**src/rtl/snoop_pkg.sv**
```systemverilog
package snoop_pkg;

  localparam int GRP_KEY_W = 23;
  localparam int HDR_IDX_W = 5;

  // byte positions that drive the classification
  localparam logic [HDR_IDX_W-1:0] POS_DA_LAST = 5'd5;
  localparam logic [HDR_IDX_W-1:0] POS_ETH_HI  = 5'd12;
  localparam logic [HDR_IDX_W-1:0] POS_ETH_LO  = 5'd13;
  localparam logic [HDR_IDX_W-1:0] POS_VER_HL  = 5'd14;
  localparam logic [HDR_IDX_W-1:0] POS_PROTO   = 5'd23;

  typedef enum logic [1:0] {
    CLS_PASS = 2'd0,
    CLS_DATA = 2'd1,
    CLS_CTRL = 2'd2
  } frame_cls_e;

endpackage

```
**src/rtl/snoop_hdr_parser.sv**
```systemverilog
module snoop_hdr_parser
  import snoop_pkg::*;
#(
  parameter int PW = 3
) (
  input  logic                 clk,
  input  logic                 rst_n,
  input  logic                 in_valid,
  input  logic                 in_sof,
  input  logic [7:0]           in_data,
  input  logic [PW-1:0]        in_port,
  output logic                 stb_q,
  output frame_cls_e           cls_q,
  output logic [GRP_KEY_W-1:0] key_q,
  output logic [PW-1:0]        ing_q
);

  logic [HDR_IDX_W-1:0] idx_q, idx_d, cur;
  logic                 act_q, act_d, done_q, done_d;
  logic                 pfx_q, pfx_d, eth_q, eth_d, hl_q, hl_d;
  logic                 stb_d;
  frame_cls_e           cls_d;
  logic [GRP_KEY_W-1:0] key_d;
  logic [PW-1:0]        ing_d;
  logic                 start, take;

  always_comb begin
    start  = in_valid & in_sof;
    take   = in_valid & (in_sof | (act_q & ~done_q));
    cur    = start ? '0 : idx_q;
    idx_d  = idx_q;
    act_d  = act_q;
    done_d = done_q;
    pfx_d  = pfx_q;
    eth_d  = eth_q;
    hl_d   = hl_q;
    key_d  = key_q;
    ing_d  = ing_q;
    cls_d  = cls_q;
    stb_d  = 1'b0;
    if (start) begin
      ing_d  = in_port;
      done_d = 1'b0;
      eth_d  = 1'b0;
      hl_d   = 1'b0;
    end
    if (take) begin
      idx_d = cur + 5'd1;
      act_d = 1'b1;
      case (cur)
        5'd0: pfx_d = (in_data == 8'h01);
        5'd1: pfx_d = pfx_q & (in_data == 8'h00);
        5'd2: pfx_d = pfx_q & (in_data == 8'h5E);
        5'd3: begin
          pfx_d        = pfx_q & ~in_data[7];
          key_d[22:16] = in_data[6:0];
        end
        5'd4: key_d[15:8] = in_data;
        POS_DA_LAST: begin
          key_d[7:0] = in_data;
          if (!pfx_q) begin
            stb_d  = 1'b1;
            cls_d  = CLS_PASS;
            done_d = 1'b1;
          end
        end
        POS_ETH_HI: eth_d = (in_data == 8'h08);
        POS_ETH_LO: begin
          if (!(eth_q && in_data == 8'h00)) begin
            stb_d  = 1'b1;
            cls_d  = CLS_DATA;
            done_d = 1'b1;
          end
        end
        POS_VER_HL: hl_d = (in_data[7:4] == 4'd4) && (in_data[3:0] >= 4'd5);
        POS_PROTO: begin
          stb_d  = 1'b1;
          cls_d  = (hl_q && in_data == 8'd2) ? CLS_CTRL : CLS_DATA;
          done_d = 1'b1;
        end
        default: ;
      endcase
    end
  end

  always_ff @(posedge clk or negedge rst_n) begin
    if (!rst_n) begin
      idx_q  <= '0;
      act_q  <= 1'b0;
      done_q <= 1'b0;
      pfx_q  <= 1'b0;
      eth_q  <= 1'b0;
      hl_q   <= 1'b0;
      key_q  <= '0;
      ing_q  <= '0;
      cls_q  <= CLS_PASS;
      stb_q  <= 1'b0;
    end else begin
      stb_q <= stb_d;
      if (take) begin
        idx_q  <= idx_d;
        act_q  <= act_d;
        done_q <= done_d;
        pfx_q  <= pfx_d;
        eth_q  <= eth_d;
        hl_q   <= hl_d;
        key_q  <= key_d;
        ing_q  <= ing_d;
        cls_q  <= cls_d;
      end
    end
  end

endmodule

```
**src/rtl/snoop_grp_table.sv**
```systemverilog
module snoop_grp_table
  import snoop_pkg::*;
#(
  parameter int NENTRIES = 16,
  parameter int NPORTS   = 8,
  localparam int AW      = $clog2(NENTRIES)
) (
  input  logic                 clk,
  input  logic                 rst_n,
  input  logic                 wr_en,
  input  logic [AW-1:0]        wr_addr,
  input  logic                 wr_valid,
  input  logic [GRP_KEY_W-1:0] wr_key,
  input  logic [NPORTS-1:0]    wr_mask,
  input  logic [GRP_KEY_W-1:0] lk_key,
  output logic                 lk_hit,
  output logic [NPORTS-1:0]    lk_mask
);

  logic [NENTRIES-1:0]  vld_q, vld_d, wsel, match;
  logic [GRP_KEY_W-1:0] key_q [NENTRIES];
  logic [NPORTS-1:0]    msk_q [NENTRIES];

  always_comb begin
    for (int i = 0; i < NENTRIES; i++) begin
      wsel[i]  = wr_en && (wr_addr == i[AW-1:0]);
      vld_d[i] = wsel[i] ? wr_valid : vld_q[i];
    end
  end

  always_ff @(posedge clk or negedge rst_n) begin
    if (!rst_n) vld_q <= '0;
    else        vld_q <= vld_d;
  end

  always_ff @(posedge clk) begin
    for (int i = 0; i < NENTRIES; i++) begin
      if (wsel[i]) begin
        key_q[i] <= wr_key;
        msk_q[i] <= wr_mask;
      end
    end
  end

  genvar g;
  generate
    for (g = 0; g < NENTRIES; g++) begin : g_cmp
      assign match[g] = vld_q[g] && (key_q[g] == lk_key);
    end
  endgenerate

  // lowest matching address wins
  always_comb begin
    lk_hit  = 1'b0;
    lk_mask = '0;
    for (int i = NENTRIES - 1; i >= 0; i--) begin
      if (match[i]) begin
        lk_hit  = 1'b1;
        lk_mask = msk_q[i];
      end
    end
  end

endmodule

```
**src/rtl/mcast_snoop_classifier.sv**
```systemverilog
module mcast_snoop_classifier
  import snoop_pkg::*;
#(
  parameter int NPORTS   = 8,
  parameter int NENTRIES = 16,
  localparam int PW      = $clog2(NPORTS),
  localparam int AW      = $clog2(NENTRIES)
) (
  input  logic                 clk,
  input  logic                 rst_n,
  input  logic                 in_valid,
  input  logic                 in_sof,
  input  logic [7:0]           in_data,
  input  logic [PW-1:0]        in_port,
  input  logic                 tbl_we,
  input  logic [AW-1:0]        tbl_addr,
  input  logic                 tbl_valid,
  input  logic [GRP_KEY_W-1:0] tbl_sfx,
  input  logic [NPORTS-1:0]    tbl_mask,
  output logic                 dec_valid,
  output logic [NPORTS-1:0]    dec_ports,
  output logic                 dec_cpu
);

  logic                 stb_q;
  frame_cls_e           cls_q;
  logic [GRP_KEY_W-1:0] key_q;
  logic [PW-1:0]        ing_port_q;
  logic                 hit;
  logic [NPORTS-1:0]    hit_mask, others;

  snoop_hdr_parser #(.PW(PW)) u_parse (
    .clk      (clk),
    .rst_n    (rst_n),
    .in_valid (in_valid),
    .in_sof   (in_sof),
    .in_data  (in_data),
    .in_port  (in_port),
    .stb_q    (stb_q),
    .cls_q    (cls_q),
    .key_q    (key_q),
    .ing_q    (ing_port_q)
  );

  snoop_grp_table #(.NENTRIES(NENTRIES), .NPORTS(NPORTS)) u_tbl (
    .clk      (clk),
    .rst_n    (rst_n),
    .wr_en    (tbl_we),
    .wr_addr  (tbl_addr),
    .wr_valid (tbl_valid),
    .wr_key   (tbl_sfx),
    .wr_mask  (tbl_mask),
    .lk_key   (key_q),
    .lk_hit   (hit),
    .lk_mask  (hit_mask)
  );

  always_comb begin
    others    = ~({{(NPORTS-1){1'b0}}, 1'b1} << ing_port_q);
    dec_valid = stb_q;
    dec_cpu   = 1'b0;
    dec_ports = '0;
    if (stb_q) begin
      case (cls_q)
        CLS_CTRL: dec_cpu   = 1'b1;
        CLS_DATA: dec_ports = hit ? (hit_mask & others) : others;
        default:  dec_ports = others;
      endcase
    end
  end

endmodule

```
**config.mk**
```make
export PLATFORM = sky130hd
export DESIGN_NAME = mcast_snoop_classifier
export DESIGN_NICKNAME = d
export VERILOG_FILES = /design/src/rtl/snoop_pkg.sv /design/src/rtl/snoop_hdr_parser.sv /design/src/rtl/snoop_grp_table.sv /design/src/rtl/mcast_snoop_classifier.sv
export SDC_FILE = /design/constraint.sdc
export NUM_CORES = 1
export LEC_CHECK = 0
export BUFFER_PORTS_ARGS = -buffer_cell sky130_fd_sc_hd__buf_2
export CORE_AREA = 4 4 242 244
export CTS_CLUSTER_DIAMETER = 60
export CTS_CLUSTER_SIZE = 16
export DETAILED_ROUTE_END_ITERATION = 12
export DIE_AREA = 0 0 246 248
export PLACE_DENSITY_LB_ADDON = 0.1
export SLEW_MARGIN = 20
export SYNTH_ARGS = -nofsm -noshare
export SYNTH_HDL_FRONTEND = slang
export SYNTH_SLANG_ARGS = --single-unit
```
**constraint.sdc**
```tcl
create_clock -name clk -period 3.3 [get_ports clk]
set_input_delay 0.165 -clock clk [delete_from_list [all_inputs] [get_ports clk]]
set_output_delay 0.165 -clock clk [all_outputs]
set_load 0.05 [all_outputs]
```
# [Word level (Yosys, flattened, before mapping)]
# Memories as Yosys holds them, arrays and structs flattened.
# Index checks and enable logic that the tools add are counted.
[word_totals] ff_bits=55 ram_bits=496 output_inout_bits=10 wordCells=349 mem_count=2
[op_classes] addsub=1 order_cmp=1 eq_ne=49 shifts=1 mux=176 bitwise_logic=11 n_reduce_logical=80
[memory_table] name="u_tbl.key_q" depth=16 width=23 rd=16 rd_ports_with_merged_regs=0 write_ports=1 line_no="snoop_grp_table.sv:21" rtl="logic [GRP_KEY_W-1:0] key_q [NENTRIES];"
[memory_table] name="u_tbl.msk_q" depth=16 width=8 rd=16 rd_ports_with_merged_regs=0 write_ports=1 line_no="snoop_grp_table.sv:22" rtl="logic [NPORTS-1:0] msk_q [NENTRIES];"
[op_table] cell="$eq A23 B23 Y1" n=16
[op_table] cell="$mux W23" n=15
[op_table] cell="$reduce_or A23 Y1" n=15
[op_table] cell="$mux W8" n=33
[op_table] cell="$mux W4" n=30
[op_table] cell="$reduce_or A8 Y1" n=15
[op_table] cell="$mux W1" n=89
[op_table] cell="$logic_and A1 B1 Y1" n=35
[op_table] cell="$eq A4 B4 Y1 const B" n=8
[op_table] cell="$eq A4 B3 Y1 const B" n=5
[op_table] cell="$pmux W8 S2" n=1
[op_table] cell="$eq A5 B4 Y1 const B" n=3
[op_table] cell="$reduce_and A2 Y1" n=7
[op_table] cell="$eq A5 B2 Y1 const B" n=2
[op_table] cell="$eq A5 B3 Y1 const B" n=2
[op_table] cell="$and A8 B8 Y8" n=1
[op_table] cell="$eq A4 B2 Y1 const B" n=2
[op_table] cell="$eq A8 B1 Y1 const B" n=1
[op_table] cell="$eq A8 B2 Y1 const B" n=1
[op_table] cell="$eq A8 B4 Y1 const B" n=1
[op_table] cell="$eq A8 B7 Y1 const B" n=1
[op_table] cell="$logic_not A8 Y1" n=1
[op_table] cell="$not A8 Y8" n=1
[op_table] cell="$shl A1 B3 Y8 const A" n=1
[op_table] cell="other kinds (22)" n=33

# [Logic depth before layout (Yosys ltp)]
# Gate-level depths: netlist (run 1).
# An unclocked memory read counts as a cell.
[depth] depth_word=23 mapped_depth=12 mapped_depth_nobuf=9

# [Hierarchy]
# Synthesis (run 1) repeated with hierarchy kept, for this count alone.
[unflattened] cells_unflattened=1548 hier_area_um2=23483.8
[modules_own_cells] module="snoop_grp_table" instances=1 cells_each=1352 area_each_um2=21420.5 seq_area_each_um2=15294.7
[modules_own_cells] module="snoop_hdr_parser" instances=1 cells_each=159 area_each_um2=1833.0 seq_area_each_um2=975.9
[modules_own_cells] module="mcast_snoop_classifier" instances=1 cells_each=37 area_each_um2=230.2 seq_area_each_um2=0.0

# [Worst setup path after synthesis (run 1)]
# No wires, ideal clock.
[synth_timing] kind="input to register" startpoint="input tbl_addr[3]" endpoint="register u_tbl.vld_q[0]" arrival_ps=3355 required_ps=3175 setup_slack_ps=-180 path_stages=3 path_buffers=0 cell_sequence="or3b_2 > nor3_1 > mux2_2"
[synth_via] elab_chain_len=2
[synth_lines] item="start: declaration" line_no="mcast_snoop_classifier.sv:16" rtl="input logic [AW-1:0] tbl_addr,"
[synth_lines] item="$logic_not A4 Y1" line_no="snoop_grp_table.sv:26" rtl="wsel[i] = wr_en && (wr_addr == i[AW-1:0]);"
[synth_lines] item="$logic_and A1 B1 Y1" line_no="snoop_grp_table.sv:26"
[synth_lines] item="named net u_tbl.wsel[0]" line_no="snoop_grp_table.sv:20" rtl="logic [NENTRIES-1:0] vld_q, vld_d, wsel, match;"
[synth_lines] item="end signal: assignment" line_no="snoop_grp_table.sv:33" rtl="else vld_q <= vld_d;"
[synth_lines] item="end: declaration" line_no="snoop_grp_table.sv:20"
# The timed path passes the listed nets, and every way through them passes these cells.
# A chain may end at the register's enable or synchronous reset.

# [Final worst setup path (run 1)]
[layout_timing] startpoint="register u_parse.key_q[10]" endpoint="output dec_ports[5]"
[layout_via] elab_chain_len=22
[layout_lines] item="start: declaration" line_no="snoop_hdr_parser.sv:14" rtl="output logic [GRP_KEY_W-1:0] key_q,"
[layout_lines] item="start signal: assignment" line_no="snoop_hdr_parser.sv:107" rtl="key_q <= key_d;"
[layout_lines] item="$eq A23 B23 Y1" line_no="snoop_grp_table.sv:48" rtl="assign match[g] = vld_q[g] && (key_q[g] == lk_key);"
[layout_lines] item="$logic_and A1 B1 Y1" line_no="snoop_grp_table.sv:48"
[layout_lines] item="$mux W8 (16 in a row)" line_no="snoop_grp_table.sv:57" rtl="if (match[i]) begin"
[layout_lines] item="$and A8 B8 Y8" line_no="mcast_snoop_classifier.sv:66" rtl="CLS_DATA: dec_ports = hit ? (hit_mask & others) : others;"
[layout_lines] item="$mux W8 *" line_no="mcast_snoop_classifier.sv:66"
[layout_lines] item="$pmux W8 S2 *" line_no="mcast_snoop_classifier.sv:64" rtl="case (cls_q)"
[layout_lines] item="$mux W8 *" line_no="mcast_snoop_classifier.sv:63" rtl="if (stb_q) begin"
[layout_lines] item="end: declaration" line_no="mcast_snoop_classifier.sv:21" rtl="output logic [NPORTS-1:0] dec_ports,"
# Mark *: on every way between the ends. The rest lies on a longest branch, timed or not.

==> impl_metrics.toml, run 1 <==
[hold_path]
hp-class = "primary input to flop"
hp-start = "tbl_addr[0]"

[drt]
via_count = 16100
drt_iter0_drc = 1456
drc_errors = 0
wl_per_cell_um = 29.1
antenna_left = 0
drt_wl_total_um = 82100
via_per_inst = 5.70
dr.pass1.iters = 5

[global_route]
met2_usage_pct = 44.6
grt_first_pass_wirelength_um = 116000
grt_remaining_overflow = 0
grt.total_usage_pct = 26.8
grt_max_degree = 33
antenna_found_initial = 4
grt_util_met3_pct = 3.27
grt_pass1_vias = 16300
grt-busiest-layer = "met2"
grtUsageMet1_pct = 36.5

[cts]
cts_sinks = 551
cts.clk_slew.worst_paths_ns = 0.07
h-tree-depth = 2
clk_latency_ns = 0.60
cts_buffers = 49
cts_tree = "built"
cts_max_path_buffers = 3
root_buffer = "clkbuf_16"

[timing]
slew_headroom_pct = 38.3
drv_slew = 0
period_needed_ns = 3.94
tightest_slew_ns = 0.923
setup_ws_ns = -0.639
skew_ns = 0.0110
final.period_utilization_pct = 119
setup_tns_ns = -4.39
rsz0062_at_grt = "yes"
clock.fmax_ghz = 0.254
hold_viol = 0
finalSetupViolCount = 8
hold_slack_ns = 0.0651

[synth]
yosysWarnings = 0
syn_nets = 1734
seq_area_frac_synth_pct = 65.9
synthTopCellsByCount = "edfxtp_1 (496), xnor2_1 (235), xor2_1 (138), nand4_1 (114), nand2_1 (67)"
synth_cell_types = 84
synth_area_mm2 = 0.0247
synthFlopType = "edfxtp_1"
yosysMostFrequentCell = "edfxtp_1"
async_flop_share_pct = 9.98
synth_edf_count = 496
netlist.area_leader.share_pct = 60.4
syn_area_per_cell_um2 = 14.7
synthCells = 1676
yosys_register_bits = 551
synth_top_cell_by_area = "edfxtp_1"
synth.area.top_cells = "edfxtp_1 (60%), xnor2_1 (8.3%), dfrtp_1 (5.6%), xor2_1 (4.9%), nand4_1 (2.9%)"

[critical_path]
start_kind = "flop"
crit_start = "u_parse.key_q[10]$_DFFE_PN0P_"
r2r_cells = 8
r2r_slack_ns = 0.90
r2r-start = "u_parse.idx_q[0]$_DFFE_PN0P_"
end_kind = "primary output"
r2r-end = "u_parse.cls_q[0]$_DFFE_PN0P_"
arrival_ns = 3.77
required_ns = 3.13
worst-setup-path-type = "flop to primary output"
cp_max_fo = 7
path_cells = "buf_12, buf_4, xor2_1, nor4_1, nand4_1, or3_4, buf_4, buf_6, or2_2, a31o_1, and3_1, a21o_1, buf_6"
crit_end = "dec_ports[5]"
critPathMaxStageDelay_ns = 0.45
critical-path-slowest-cell = "or3_4"

[die]
start_util_pct = 43.8
num_io_pins = 62
die_area_mm2 = 0.0610
core_area_mm2 = 0.0563
placementRows = 87
die_h_um = 248
die_x_um = 246

[run_status]
status = "complete, but fails checks"
violations = "negative setup slack"

[pwr]
leakage_nw = 10.7
p_total_w = 0.0234
ir_worst_vdd_uv = 475
cellPowerDensity_mw_per_mm2 = 760

[placement]
placedCellCount = 2686
place_ws_ns = -0.398
gp_congestion = 0.911
port_buffers = 61
dp_hpwl_um = 55400

[finish]
finalNonFillerCells = 2823
drive_gt1_share_pct = 30.9
synthToLayoutAreaGrowth_pct = 24.7
fin_nets = 2085
diodes = 0

[job]
max-cap-violations = 0
==> metal layers <==
metal  vias to the layer above  part of all wire (%)
li1                       7082                     -
met1                      8187                    42
met2                       656                    48
met3                       168                   5.9
met4                         0                   4.2
met5                         -                     0
==> worst min-delay path by stage <==
stage	endpoint	slack, ns	cells past startpoint
after floorplan	u_parse.act_q$_DFFE_PN0P_	-0.13	0
after global placement	u_parse.ing_q[2]$_DFFE_PN0P_	0.27	1
after detailed placement	u_parse.ing_q[0]$_DFFE_PN0P_	0.27	1
after CTS	u_tbl.key_q[1][131]$_DFFE_PP_	0.006	1
after global routing	u_tbl.msk_q[0][46]$_DFFE_PP_	0.05	1
final	u_tbl.msk_q[1][32]$_DFFE_PP_	0.07	2
==> sequential cells by signal (all words and copies together) (netlist names), 2 cells and up <==
| signal | flops |
|---|---|
| u_tbl.key_q | 368 |
| u_parse.ing_q | 3 |
| u_parse.idx_q | 5 |
| u_tbl.msk_q | 128 |
| u_tbl.vld_q | 16 |
| u_parse.cls_q | 2 |
| u_parse.key_q | 23 |
==> power by group <==
| group | internal [W] | total (W) | switching [W] |
|---|---|---|---|
| logic | 0.00395 | 0.00877 | 0.00482 |
| registers | 0.00799 | 0.00836 | 0.000372 |
| clock network | 0.00350 | 0.00625 | 0.00275 |
| total | 0.0154 | 0.0234 | 0.00795 |
==> layout by cell type, fill, tap and decap left out, drive strengths merged, types with 5 or more instances in the layout <==
master and instances:
and2 5, dlygate4sd3 24, a21oi 12, o31ai 8
nand3 30, nand4 115, xor2 138, o211ai 9
mux2 51, a21o 9, nor3 22, or2 10
ha 6, a22oi 6, nand2 68, buf 339
a22o 6, clkinv 11, or4 25, xnor2 239
clkbuf 63, dfrtp 55, o211a 5, nor4 62
nand4b 6, or3 14, o221ai 5, edfxtp 496
o21ai 16, a31oi 6, o2111ai 8, bufinv 7
nand2b 6, nor2 60, inv 45, nand3b 11
==> area by class of cell <==
class                           instances  area [µm²]
Sequential cell                       551       16300
Tap cell                              756         946
Clock inverter                         28         378
Inverter                               38         143
Timing Repair Buffer                  363        3070
Multi-Input combinational cell       1024        8610
Clock buffer                           63        1350
Fill cell                            4656       25500
==> metrics by stage <==
stage / area [µm²] / util [%]
4_1_cts: 30600 / 54.3
5_1_grt: 30800 / 54.7
2_1_floorplan: 24700 / -
6_report: 30800 / 54.7
3_5_place_dp: 27700 / 49.2
3_3_place_gp: 27700 / 49.2
==> kinds of logic (layout without fill, tap and decap cells) <==
group / Yosys count / after routing / share of synthesized area, %
buf+inv: 101 / 492 / 2.78
mux: 51 / 51 / 2.33
simple gates: 460 / 460 / 11.0
xor+xnor: 377 / 377 / 13.5
compound gates: 130 / 130 / 4.14
flops: 551 / 551 / 65.9
fa+ha+maj: 6 / 6 / 0.304
==> worst max-delay path: cells and delay by family (launching register included) <==
family	cells	cell delay, ns
AO/OA/AOI/OAI	2	0.42
XOR/XNOR	1	0.17
buffers and inverters	5	0.76
flip-flops	1	0.41
AND/OR/NAND/NOR	5	1.42
==> timing repair <==
item / 4_1_cts / 5_1_grt
hold buffers: 24 / 0
resized for setup: 153 / 29
endpoints found under the setup margin: 8 / 8
buffers inserted: 18 / 5
endpoints found under the hold margin: 167 / 0
pin swaps: 50 / 19
No activity file was read; power rests on OpenSTA's default activity.
==> inputs of run 2 (changes only) <==
==> constraint.sdc (replaced) <==
create_clock -name clk -period 3.3 [get_ports clk]
set_input_delay 0.33 -clock clk [delete_from_list [all_inputs] [get_ports clk]]
set_output_delay 0.33 -clock clk [all_outputs]
set_load 0.05 [all_outputs]
==> impl_metrics.toml, run 2 (synthesis results as in run 1) <==
[run_status]
status = "complete, but fails checks"
violations = "negative setup slack"

[cts]
clk_latency_ns = 0.60
h-tree-depth = 2
cts_buffers = 47
cts_sinks = 551
root_buffer = "clkbuf_16"
cts.clk_slew.worst_paths_ns = 0.07
cts_tree = "built"
cts_max_path_buffers = 3

[critical_path]
crit_start = "u_parse.key_q[2]$_DFFE_PN0P_"
critPathMaxStageDelay_ns = 0.43
end_kind = "primary output"
worst-setup-path-type = "flop to primary output"
critical-path-slowest-cell = "or3_4"
path_cells = "buf_12, buf_12, buf_8, xor2_2, nor4_2, nand4_1, or3_4, or3_1, buf_4, o221ai_1, nor2_1, o211ai_1, buf_4"
arrival_ns = 3.78
cp_max_fo = 5
required_ns = 2.97
r2r-start = "u_parse.idx_q[1]$_DFFE_PN0P_"
start_kind = "flop"

[timing]
period_needed_ns = 4.11
tightest_slew_ns = 0.841
finalSetupViolCount = 8
rsz0062_at_grt = "yes"
setup_tns_ns = -5.36
clock.fmax_ghz = 0.243
final.period_utilization_pct = 125
skew_ns = 0.00864
setup_ws_ns = -0.809
hold_viol = 0
drv_slew = 0
hold_slack_ns = 0.0331
slew_headroom_pct = 43.9

[die]
die_x_um = 246
core_area_mm2 = 0.0563
placementRows = 87
die_h_um = 248
die_area_mm2 = 0.0610
start_util_pct = 43.8
num_io_pins = 62

[job]
max-cap-violations = 0

[global_route]
grt_remaining_overflow = 0
grt_max_degree = 33
grt_pass1_vias = 16600
grt.total_usage_pct = 27.8
antenna_found_initial = 8
grt_first_pass_wirelength_um = 120000

[finish]
regMostFlops = "u_tbl.key_q"
synthToLayoutAreaGrowth_pct = 28.4
post-route-util_pct = 56.3
drive_gt1_share_pct = 35.6
layout_commonest_cell = "edfxtp_1"
largestRegisters = "u_tbl.key_q x368, u_tbl.msk_q x128, u_parse.key_q x23"
largest_reg_flops = 368
layout_common_cells = "edfxtp_1 (496), buf_4 (306), xnor2_1 (180)"
finalNonFillerCells = 2896
fillCellCount = 4644
ff_latch_area_mm2 = 0.0163
multi_input_area_mm2 = 0.00896
fin_nets = 2157

[hold_path]
hp-start = "in_data[7]"
hp-class = "primary input to flop"

[drt]
via_count = 16500
drc_errors = 0
dr.pass1.iters = 6
drt_wl_total_um = 85100
antenna_left = 0
wl_per_cell_um = 29.4
drt_iter0_drc = 1647
via_per_inst = 5.71

[pwr]
p_total_w = 0.0240
cellPowerDensity_mw_per_mm2 = 758
ir_worst_vdd_uv = 534
leakage_nw = 11.2

[placement]
placedCellCount = 2755
port_buffers = 61
dp_hpwl_um = 57400
gp_congestion = 0.916
[run 2: changes by cell type in the layout (fill, tap and decap cells not counted), moves of 7 or more]
cell | previous run | this run
buf_12 | 24 | 36
xnor2_2 | 37 | 49
nor4_2 | 14 | 21
dlygate4sd3_1 | 24 | 7
buf_4 | 233 | 306
xnor2_1 | 196 | 180
nor4_1 | 44 | 34
[run 2: power breakdown]
group          internal (W)  total (W)  leakage, nW  switching, W
registers           0.00799    0.00839         5.15      0.000397
clock network       0.00303    0.00574        0.746       0.00271
logic               0.00466    0.00990         5.31       0.00524
total                0.0157     0.0240         11.2       0.00835
[run 2: path summary, 6_finish.rpt]
path	cells after the start	slack (ns)	to
setup / recovery	13	-0.81	dec_ports[4]
hold / removal	2	0.03	u_parse.key_q[7]$_DFFE_PN0P_
setup reg to reg	8	0.84	u_parse.cls_q[1]$_DFFE_PN0P_
hold reg to reg	1	0.49	u_parse.act_q$_DFFE_PN0P_
max in group asynchronous	3	2.32	u_parse.key_q[1]$_DFFE_PN0P_
min in group asynchronous	2	0.15	u_parse.idx_q[0]$_DFFE_PN0P_
[run 2: area by class of cell]
type / count / share of cell area (%)
timing repair buffer: 437 / 12.0
inverter: 38 / 0.450
sequential: 551 / 51.4
clock inverter: 26 / 0.817
clock buffer: 62 / 4.05
antenna: 2 / 0.0158
multi-input combinational: 1024 / 28.3
tap: 756 / 2.98
[run 2: worst max-delay path, delay by kind of cell (launching register included)]
family,cells,cell delay (ns)
xor+xnor,1,0.18
buf+inv,5,0.85
flops,1,0.40
simple gates,5,1.28
compound gates,2,0.46
[run 2: metrics by stage]
stage | worst slack (ns) | instance area (µm²)
finish | -0.809 | 31700
CTS | -0.802 | 31100
global route | -0.909 | 31700
floorplan | 0.00611 | 24700
global placement | -0.720 | 28300
detailed placement | -0.713 | 28300
[run 2: what timing repair did]
| action | 4_1_cts | 5_1_grt |
|---|---|---|
| setup buffers | 37 | 14 |
| resized for setup | 162 | 83 |
| gates cloned | 1 | 0 |
| hold endpoints to repair | 19 | 0 |
| hold buffers | 7 | 0 |
| endpoints found under the setup margin | 8 | 8 |
| pin swaps | 81 | 42 |
[run 2: metal layers]
layer,track usage (%),up-vias,routed length (µm)
li1,-,7223,-
met1,36.9,8457,34900
met2,46.6,696,41100
met3,5.68,148,6250
met4,8.28,0,2850
met5,0,-,0
